===== src/rtl/qtc_pkg.sv =====
package qtc_pkg;

    typedef enum logic [1:0] {
        ST_STOP = 2'd0,
        ST_FREE = 2'd1,
        ST_PWM  = 2'd2,
        ST_QUAD = 2'd3
    } qtc_state_e;

    localparam logic [1:0] MODE_NORM = 2'd0;
    localparam logic [1:0] MODE_PWM  = 2'd1;
    localparam logic [1:0] MODE_QUAD = 2'd2;

    localparam logic [2:0] ADR_CTRL  = 3'd0;
    localparam logic [2:0] ADR_STAT  = 3'd1;
    localparam logic [2:0] ADR_COUNT = 3'd2;
    localparam logic [2:0] ADR_REGA  = 3'd3;
    localparam logic [2:0] ADR_REGB  = 3'd4;

    localparam int CB_RUN  = 0;
    localparam int CB_MODE = 1;
    localparam int CB_CAPA = 3;
    localparam int CB_CAPB = 4;
    localparam int CB_CLRA = 5;
    localparam int CB_SYNC = 6;
    localparam int CTRL_W  = 7;

endpackage


===== src/rtl/qtc_sync.sv =====
module qtc_sync #(
    parameter int WIDTH = 2
) (
    input  logic             clk,
    input  logic             rst_n,
    input  logic [WIDTH-1:0] raw,
    output logic [WIDTH-1:0] synced
);
    logic [WIDTH-1:0] stage1_q;
    logic [WIDTH-1:0] stage2_q;

    always_ff @(posedge clk) begin
        if (!rst_n) begin
            stage1_q <= '0;
            stage2_q <= '0;
        end else begin
            stage1_q <= raw;
            stage2_q <= stage1_q;
        end
    end

    assign synced = stage2_q;
endmodule


===== src/rtl/qtc_quad.sv =====
module qtc_quad (
    input  logic clk,
    input  logic rst_n,
    input  logic ph_a,
    input  logic ph_b,
    output logic step_up,
    output logic step_dn
);
    logic pa_q;
    logic pb_q;
    logic a_edge;
    logic b_edge;
    logic a_only;
    logic b_only;

    always_ff @(posedge clk) begin
        if (!rst_n) begin
            pa_q <= 1'b0;
            pb_q <= 1'b0;
        end else begin
            pa_q <= ph_a;
            pb_q <= ph_b;
        end
    end

    assign a_edge  = ph_a ^ pa_q;
    assign b_edge  = ph_b ^ pb_q;
    assign a_only  = a_edge & ~b_edge;
    assign b_only  = b_edge & ~a_edge;
    assign step_up = (a_only & (ph_a != ph_b)) | (b_only & (ph_b == ph_a));
    assign step_dn = (a_only & (ph_a == ph_b)) | (b_only & (ph_b != ph_a));
endmodule


===== src/rtl/qtc_pin.sv =====
module qtc_pin (
    input  logic clk,
    input  logic rst_n,
    input  logic pin_s,
    input  logic cap_ok,
    input  logic set_hi,
    input  logic set_lo,
    input  logic toggle,
    output logic cap_evt,
    output logic pin_out
);
    logic prev_q;
    logic drv_q;

    always_ff @(posedge clk) begin
        if (!rst_n) begin
            prev_q <= 1'b0;
            drv_q  <= 1'b0;
        end else begin
            prev_q <= pin_s;
            if (set_hi)
                drv_q <= 1'b1;
            else if (set_lo)
                drv_q <= 1'b0;
            else if (toggle)
                drv_q <= ~drv_q;
        end
    end

    assign cap_evt = cap_ok & pin_s & ~prev_q;
    assign pin_out = drv_q;
endmodule


===== src/rtl/quad_timer_chan.sv =====
module quad_timer_chan
    import qtc_pkg::*;
#(
    parameter int CW = 16
) (
    input  logic          clk,
    input  logic          rst_n,
    input  logic          tick_en,
    input  logic          sync_start_in,
    input  logic          sync_clear_in,
    output logic          sync_clear_out,
    input  logic          wr_en,
    input  logic          rd_en,
    input  logic [2:0]    addr,
    input  logic [CW-1:0] wdata,
    output logic [CW-1:0] rdata,
    input  logic          pin_a_in,
    input  logic          pin_b_in,
    output logic          pin_a_out,
    output logic          pin_b_out,
    output logic          pin_a_oe,
    output logic          pin_b_oe,
    output logic          irq_a,
    output logic          irq_b,
    output logic          dma_req
);
    localparam int NPIN = 2;
    localparam logic [CW-1:0] ONES = {CW{1'b1}};

    qtc_state_e state_q, state_d, target;

    logic [CW-1:0] count_q, count_d;
    logic [CW-1:0] reg_a_q, reg_b_q;
    logic          run_q, cap_a_q, cap_b_q, clr_a_q, sync_en_q;
    logic [1:0]    mode_q;
    logic [NPIN-1:0] flag_q;
    logic          dma_q, sclr_q;

    logic wr_ctrl, wr_stat, wr_cnt, wr_a, wr_b;
    logic ticking, pwm_on, hit_a, hit_b, clear_a, sync_clr;
    logic step_up, step_dn;
    logic [NPIN-1:0] pin_s, cap_cfg, cap_ok, set_hi, set_lo, tgl, cap_evt, drv;
    logic [CW-1:0] ctrl_rd;

    // ---------------- bus decode ----------------
    assign wr_ctrl = wr_en && addr == ADR_CTRL;
    assign wr_stat = wr_en && addr == ADR_STAT;
    assign wr_cnt  = wr_en && addr == ADR_COUNT;
    assign wr_a    = wr_en && addr == ADR_REGA;
    assign wr_b    = wr_en && addr == ADR_REGB;

    // ---------------- pin front end ----------------
    qtc_sync #(.WIDTH(NPIN)) u_sync (
        .clk    (clk),
        .rst_n  (rst_n),
        .raw    ({pin_b_in, pin_a_in}),
        .synced (pin_s)
    );

    qtc_quad u_quad (
        .clk     (clk),
        .rst_n   (rst_n),
        .ph_a    (pin_s[0]),
        .ph_b    (pin_s[1]),
        .step_up (step_up),
        .step_dn (step_dn)
    );

    assign pwm_on  = state_q == ST_PWM;
    assign ticking = tick_en && (state_q == ST_FREE || state_q == ST_PWM);
    assign hit_a   = ticking && (pwm_on || !cap_a_q) && count_q == reg_a_q;
    assign hit_b   = ticking && (pwm_on || !cap_b_q) && count_q == reg_b_q;
    assign clear_a = hit_a && (pwm_on || clr_a_q);
    assign sync_clr = sync_en_q && sync_clear_in;

    assign cap_cfg = {cap_b_q, cap_a_q};
    assign set_hi  = {1'b0, pwm_on && hit_a};
    assign set_lo  = {1'b0, pwm_on && hit_b};
    assign tgl     = {!pwm_on && hit_b, !pwm_on && hit_a};

    generate
        for (genvar i = 0; i < NPIN; i++) begin : g_pin
            assign cap_ok[i] = cap_cfg[i] && (state_q == ST_STOP || state_q == ST_FREE);
            qtc_pin u_pin (
                .clk     (clk),
                .rst_n   (rst_n),
                .pin_s   (pin_s[i]),
                .cap_ok  (cap_ok[i]),
                .set_hi  (set_hi[i]),
                .set_lo  (set_lo[i]),
                .toggle  (tgl[i]),
                .cap_evt (cap_evt[i]),
                .pin_out (drv[i])
            );
        end
    endgenerate

    // ---------------- state machine ----------------
    always_comb begin
        unique case (mode_q)
            MODE_PWM:  target = ST_PWM;
            MODE_QUAD: target = ST_QUAD;
            default:   target = ST_FREE;
        endcase
    end

    always_comb begin
        state_d = state_q;
        unique case (state_q)
            ST_STOP: if (run_q) state_d = target;
            ST_FREE, ST_PWM, ST_QUAD: begin
                if (!run_q) state_d = ST_STOP;
                else        state_d = target;
            end
        endcase
    end

    always_ff @(posedge clk) begin
        if (!rst_n) state_q <= ST_STOP;
        else        state_q <= state_d;
    end

    // ---------------- counter next value ----------------
    always_comb begin
        count_d = count_q;
        unique case (state_q)
            ST_STOP: count_d = count_q;
            ST_FREE, ST_PWM: begin
                if (tick_en) count_d = clear_a ? '0 : count_q + 1'b1;
            end
            ST_QUAD: begin
                if (step_up)      count_d = count_q + 1'b1;
                else if (step_dn) count_d = count_q - 1'b1;
            end
        endcase
        if (sync_clr) count_d = '0;
        if (wr_cnt)   count_d = wdata;
    end

    // ---------------- registers ----------------
    always_ff @(posedge clk) begin
        if (!rst_n) begin
            count_q   <= '0;
            reg_a_q   <= ONES;
            reg_b_q   <= ONES;
            run_q     <= 1'b0;
            mode_q    <= MODE_NORM;
            cap_a_q   <= 1'b0;
            cap_b_q   <= 1'b0;
            clr_a_q   <= 1'b0;
            sync_en_q <= 1'b0;
            flag_q    <= '0;
            dma_q     <= 1'b0;
            sclr_q    <= 1'b0;
        end else begin
            count_q <= count_d;
            if (wr_a)            reg_a_q <= wdata;
            else if (cap_evt[0]) reg_a_q <= count_q;
            if (wr_b)            reg_b_q <= wdata;
            else if (cap_evt[1]) reg_b_q <= count_q;
            if (wr_ctrl) begin
                run_q     <= wdata[CB_RUN];
                mode_q    <= wdata[CB_MODE +: 2];
                cap_a_q   <= wdata[CB_CAPA];
                cap_b_q   <= wdata[CB_CAPB];
                clr_a_q   <= wdata[CB_CLRA];
                sync_en_q <= wdata[CB_SYNC];
            end else if (sync_en_q && sync_start_in) begin
                run_q <= 1'b1;
            end
            flag_q[0] <= hit_a || cap_evt[0] || (flag_q[0] && !(wr_stat && wdata[0]));
            flag_q[1] <= hit_b || cap_evt[1] || (flag_q[1] && !(wr_stat && wdata[1]));
            dma_q  <= hit_a || cap_evt[0];
            sclr_q <= clear_a;
        end
    end

    // ---------------- outputs ----------------
    assign ctrl_rd = CW'({sync_en_q, clr_a_q, cap_b_q, cap_a_q, mode_q, run_q});

    always_comb begin
        rdata = '0;
        if (rd_en) begin
            unique case (addr)
                ADR_CTRL:  rdata = ctrl_rd;
                ADR_STAT:  rdata = CW'(flag_q);
                ADR_COUNT: rdata = count_q;
                ADR_REGA:  rdata = reg_a_q;
                ADR_REGB:  rdata = reg_b_q;
                default:   rdata = '0;
            endcase
        end
    end

    assign pin_a_out      = drv[0];
    assign pin_b_out      = drv[1];
    assign pin_a_oe       = mode_q != MODE_QUAD && (mode_q == MODE_PWM || !cap_a_q);
    assign pin_b_oe       = mode_q != MODE_QUAD && mode_q != MODE_PWM && !cap_b_q;
    assign irq_a          = flag_q[0];
    assign irq_b          = flag_q[1];
    assign dma_req        = dma_q;
    assign sync_clear_out = sclr_q;
endmodule


===== config.mk =====
export PLATFORM = sky130hd
export DESIGN_NAME = quad_timer_chan
export DESIGN_NICKNAME = d
export VERILOG_FILES = /design/src/rtl/qtc_pkg.sv /design/src/rtl/qtc_sync.sv /design/src/rtl/qtc_quad.sv /design/src/rtl/qtc_pin.sv /design/src/rtl/quad_timer_chan.sv
export SDC_FILE = /design/constraint.sdc
export NUM_CORES = 1
export LEC_CHECK = 0
export BUFFER_PORTS_ARGS = -buffer_cell sky130_fd_sc_hd__buf_2
export CAP_MARGIN = 25
export CORE_AREA = 2 2 143 145
export DETAILED_ROUTE_END_ITERATION = 6
export DIE_AREA = 0 0 145 147
export PLACE_DENSITY = 0.44
export SLEW_MARGIN = 20
export SYNTH_ARGS = -nofsm -noshare
export SYNTH_HDL_FRONTEND = slang
export SYNTH_SLANG_ARGS = --single-unit

===== constraint.sdc =====
create_clock -name clk -period 3.3 [get_ports clk]
set_input_delay 0.66 -clock clk [delete_from_list [all_inputs] [get_ports clk]]
set_output_delay 0.66 -clock clk [all_outputs]
set_load 0.02 [all_outputs]

==> results.toml, run 1 <==
[final_layout]
num_antenna_cells = 0
layout_common_cells = "nand2_1, dfxtp_1, o21ai_0"
finalNetCount = 706
n_fill_cell = 2211
fin_util = 0.270
final_common_cell = "nand2_1"
seqCellArea_um2 = 1380
drive_above_1_share = 0.153
area_delta_synth_final_pct = 18.8
multi_input_area_um2 = 2850

[worst_setup_path]
end_kind = "primary output"
cp-start-kind = "primary input"
cp_data_arrival_time_ps = 1980
r2r.worst_path.cells = 8
cp.buffers_inverters = 3
path_cells = "buf_2 > nor2b_1 > buf_4 > a22oi_1 > nor2_1 > a21oi_1 > nor2_1 > buf_2"
crit_fanout = 19
slowest_delay_ps = 270
crit_path_start = "addr[1]"
r2r_slack_ps = 750
cp_slowest_cell = "buf_2"
r2r_end = "count_q[14]"
critPathKind = "in -> out"
critPathTopFamily = "buffers and inverters"
crit_required_ps = 2640
r2r-start = "count_q[12]"

[cts]
clock_path_buffers = 2
cts_tree = "done"
postCtsSetupRepairBufs = 0
clk_latency_ps = 340
cts_hold_buf = 0
cts.htree.levels = 3
clock-root-buffer = "clkbuf_16"
path_clk_slew_ps = 60
cts_resized = 0
numCtsBuffers = 9
cts.sinks = 69

[sta]
min_period_ps = 2640
fin_ws_ps = 664
setup_violations = 0
skew_ps = 6.48
rsz0062_at_grt = "no"
tightest_slew_ps = 968
slew_headroom = 0.354
min_period_over_period = 0.799
drv_slew = 0
fmax_ghz = 0.379
hold_violations = 0
hold-worst-slack_ps = 433
fin_tns_setup_ps = 0

[power]
switching_share = 0.276
total_leakage_power_nw = 2.07
p_switching_mw = 0.613
clockPowerShare = 0.465
p_comb_frac = 0.132
cell_internal_pwr_mw = 1.61
p_per_area_nw_per_um2 = 416
seqPwrFrac = 0.403
peakVddDrop_uv = 194

[floorplanning]
die_x_um = 145
num_rows = 52
pin_count = 52
start_util = 0.227
dieHeight_um = 147
die-area_um2 = 21300
core-area_um2 = 19800

[logic_synthesis]
synth_top_family_by_area = "simple AND/OR/NAND/NOR gates"
synth_xor_area_frac = 0.0700
synth_cell_types = 56
synth_top_flop_cell = "dfxtp_1"
syn_nets = 678
syn_area_um2 = 4500
syn_inst = 640
synth_mux_area_frac = 0.0303
syn_avg_cell_area_um2 = 7.04
synthArstFlopShare = 0
synth_seq_area_share = 0.307
synth_adder_area_share = 0.0278
yosys_register_bits = 69
synth_enable_flop_cells = 0
synth_compound_area_frac = 0.193
yosys.area_share.simple = 0.311
yosys_warnings = 0

[drt]
avgRoutedWirePerCell_um = 17.1
first_iter_violations = 244
post-route-drc-count = 0
drtAntennaViolNets = 0
dr.pass1.iters = 4
wirelength_um = 16100
via_per_inst = 4.81
vias = 4539

[global_routing]
grt_pass1_wl_um = 26000
grt_max_degree = 42
grt-ovfl-total = 0
grt_pass1_vias = 4447
antenna_found_initial = 0
grt_use_total = 0.158

[worst_hold_path]
hp-start = "u_sync.stage1_q[1]"
holdPathEnd = "u_sync.synced[1]"
holdCritPathClass = "reg -> reg"
holdPathStages = 1

[job]
cap_violations = 0

[outcome]
status = "complete, no violations"

[placed_design]
place_congestion = 0.790
pre_cts_ws_ps = 633
dp_hpwl_um = 11700
io_buffers = 51
==> synthesized netlist by cell type, drive strengths merged (11+ instances only) <==
cell,number,area [µm²]
a21oi,40,204
a22oi,11,82.6
a31oi,17,106
buf,11,58.8
clkbuf,44,165
dfxtp,69,1380
inv,15,56.3
nand2,130,488
nand3,39,195
nor2,50,188
nor3,12,60.1
o21ai,53,269
xor2,31,272
==> metal layers <==
| metal | GRT usage | routed length [µm] | vias to the layer above | share of wire |
|---|---|---|---|---|
| met4 | 0.0663 | 415 | 0 | 0.026 |
| met3 | 0.0252 | 620 | 26 | 0.038 |
| met5 | 0 | 0 | - | 0 |
| met2 | 0.259 | 7510 | 98 | 0.47 |
| met1 | 0.206 | 7580 | 2146 | 0.47 |
| li1 | - | - | 2269 | - |
==> logic make-up (layout without fill, tap and decap cells) <==
logic type	Yosys count	after routing
flops	69	69
mux	11	11
buf+inv	70	103
xor+xnor	36	36
simple gates	296	296
compound gates	148	148
fa+ha+maj	10	10
==> through the flow <==
| step | area [µm²] | std cells | power (mW) |
|---|---|---|---|
| final | 5350 | 943 | 2.23 |
| after global routing | 5350 | 943 | 2.32 |
| after CTS | 5350 | 943 | 2.25 |
| after detailed placement | 5040 | 927 | 1.21 |
| after global placement | 5040 | 927 | 1.21 |
| after floorplan | 4500 | 640 | 1.10 |
==> power groups by stage <==
| stage | combinational [mW] | sequential [mW] | clock [mW] |
|---|---|---|---|
| global placement | 0.297 | 0.915 | 0 |
| detailed placement | 0.296 | 0.914 | 0 |
| CTS | 0.297 | 0.896 | 1.06 |
| floorplan | 0.208 | 0.889 | 0 |
| global route | 0.331 | 0.900 | 1.09 |
| finish | 0.294 | 0.896 | 1.04 |
==> cell type report <==
type | count | area share
tap | 270 | 0.0632
sequential | 69 | 0.258
multi-input combinational | 501 | 0.532
inverter | 15 | 0.0105
clock buffer | 13 | 0.0505
clock inverter | 3 | 0.00795
timing repair buffer | 72 | 0.0772
==> flip-flops by register name (all words and copies together) (netlist names) <==
name                 count
dma_req                  1
run_q                    1
flag_q                   2
clr_a_q                  1
u_sync.synced            2
reg_b_q                 16
g_pin.u_pin.pin_out      2
u_sync.stage1_q          2
sync_en_q                1
g_pin.u_pin.prev_q       2
cap_b_q                  1
state_q                  2
count_q                 16
mode_q                   2
sync_clear_out           1
reg_a_q                 16
cap_a_q                  1
==> how the worst max path moves through the flow <==
stage                            to  slack (ps)  cells after the start
final                      rdata[9]         660                      8
after CTS                 rdata[12]         640                      6
after detailed placement  rdata[12]         630                      6
after floorplan            rdata[2]         750                      5
after global routing       rdata[4]         450                      8
after global placement     rdata[8]         640                      6
Note: power is estimated with default switching activity, not from simulation.
==> run 2: changes to the inputs <==
Clock period 3.3 ns to 2.5 ns, I/O delays scaled along.
==> run 2 against run 1 <==
Net effect:
- utilization increased by 1.3 points
- sequential cell count unchanged
- cell count increased by 3.2%
- via count increased by 1.8%
- highest routed layer unchanged
==> results.toml, run 2 (same netlist as run 1, synthesis figures left out) <==
[outcome]
status = "complete, no violations"

[cts]
postCtsSetupRepairBufs = 0
clock_path_buffers = 2
clk_latency_ps = 350
clock-root-buffer = "clkbuf_16"
path_clk_slew_ps = 60
cts_resized = 0
cts.sinks = 69
numCtsBuffers = 9
cts_hold_buf = 0
cts.htree.levels = 3
cts_tree = "done"

[floorplanning]
die_x_um = 145
pin_count = 52
core-area_um2 = 19800
die-area_um2 = 21300
dieHeight_um = 147
num_rows = 52
start_util = 0.227

[worst_setup_path]
crit_fanout = 6
cp.buffers_inverters = 2
critPathTopFamily = "simple AND/OR/NAND/NOR gates"
slowest_delay_ps = 380
path_cells = "xor2_1 > inv_1 > ha_1 > nor2b_1 > mux2i_2 > buf_4 > or3_1 > o21ai_0 > or3b_1 > a31oi_1"
crit_required_ps = 2780
cp_slowest_cell = "dfxtp_1"
critPathKind = "reg -> reg"
cp-start-kind = "flip-flop"
end_kind = "flip-flop"
cp_data_arrival_time_ps = 2620

[power]
cell_internal_pwr_mw = 2.20
total_leakage_power_nw = 2.22
p_per_area_nw_per_um2 = 545
clockPowerShare = 0.474
switching_share = 0.281
p_switching_mw = 0.858
peakVddDrop_uv = 261
p_comb_frac = 0.142
seqPwrFrac = 0.384

[drt]
vias = 4619
avgRoutedWirePerCell_um = 17.3
via_per_inst = 4.75
dr.pass1.iters = 4
post-route-drc-count = 0
wirelength_um = 16800
first_iter_violations = 311
drtAntennaViolNets = 0

[placed_design]
pre_cts_ws_ps = 69.6
dp_hpwl_um = 12200
placed_cell_area_um2 = 5260
place_congestion = 0.859
io_buffers = 51
dpl.cell_count = 957

[sta]
fin_tns_setup_ps = 0
hold_violations = 0
min_period_ps = 2350
tightest_slew_ps = 546
setup_violations = 0
rsz0062_at_grt = "no"
drv_slew = 0
fmax_ghz = 0.426
min_period_over_period = 0.939
skew_ps = 8.41
slew_headroom = 0.636
fin_ws_ps = 153

[final_layout]
finalNetCount = 736
drive_above_1_share = 0.196
num_antenna_cells = 0
final_area_um2 = 5610
layout_common_cells = "nand2_1, dfxtp_1, o21ai_0"
fin_util = 0.282
multi_input_area_um2 = 2870
seqCellArea_um2 = 1380
top_regs = "count_q x16, reg_a_q x16, reg_b_q x16"
area_delta_synth_final_pct = 24.4
final_common_cell = "nand2_1"
final_cells = 973
n_fill_cell = 2205

[worst_hold_path]
holdCritPathClass = "in -> reg"

[global_routing]
grt_pass1_wl_um = 26000
grt-ovfl-total = 0
antenna_found_initial = 0
grt_pass1_vias = 4405
grt_max_degree = 42
grt_use_total = 0.160

[job]
cap_violations = 0
==> run 2: path summary, 6_finish.rpt <==
path	start	end	slack (ps)	depth (start not counted)
max	u_sync.synced[1]	count_q[5]	150	10
min	pin_b_in	u_sync.stage1_q[1]	350	2
max reg2reg	u_sync.synced[1]	count_q[5]	150	10
min reg2reg	u_sync.stage1_q[1]	u_sync.synced[1]	430	1
==> run 2: power groups by stage <==
stage	Combinational [mW]	Clock [mW]	Sequential (mW)
final	0.433	1.45	1.17
after CTS	0.435	1.47	1.17
after detailed placement	0.433	0	1.20
after floorplan	0.274	0	1.17
after global routing	0.479	1.51	1.18
after global placement	0.435	0	1.20
==> run 2: stage by stage <==
stage / total power, mW / hold WS (ps)
2_1_floorplan: 1.45 / 412
3_3_place_gp: 1.63 / 421
3_5_place_dp: 1.63 / 423
4_1_cts: 3.08 / 350
5_1_grt: 3.17 / 370
6_report: 3.06 / 353
==> run 2: layer usage <==
metal  vias up  global-route usage  wire, µm
li1       2326                   -         -
met1      2175               0.206      7760
met2        93               0.260      7870
met3        25              0.0280       710
met4         0              0.0743       485
met5         -                   0         0
==> run 2: area by class of cell <==
cell class	count	area share
Clock buffer	10	0.0426
Sequential cell	69	0.247
Inverter	15	0.0100
Timing Repair Buffer	102	0.114
Multi-Input combinational cell	501	0.511
Tap cell	270	0.0603
Clock inverter	6	0.0154
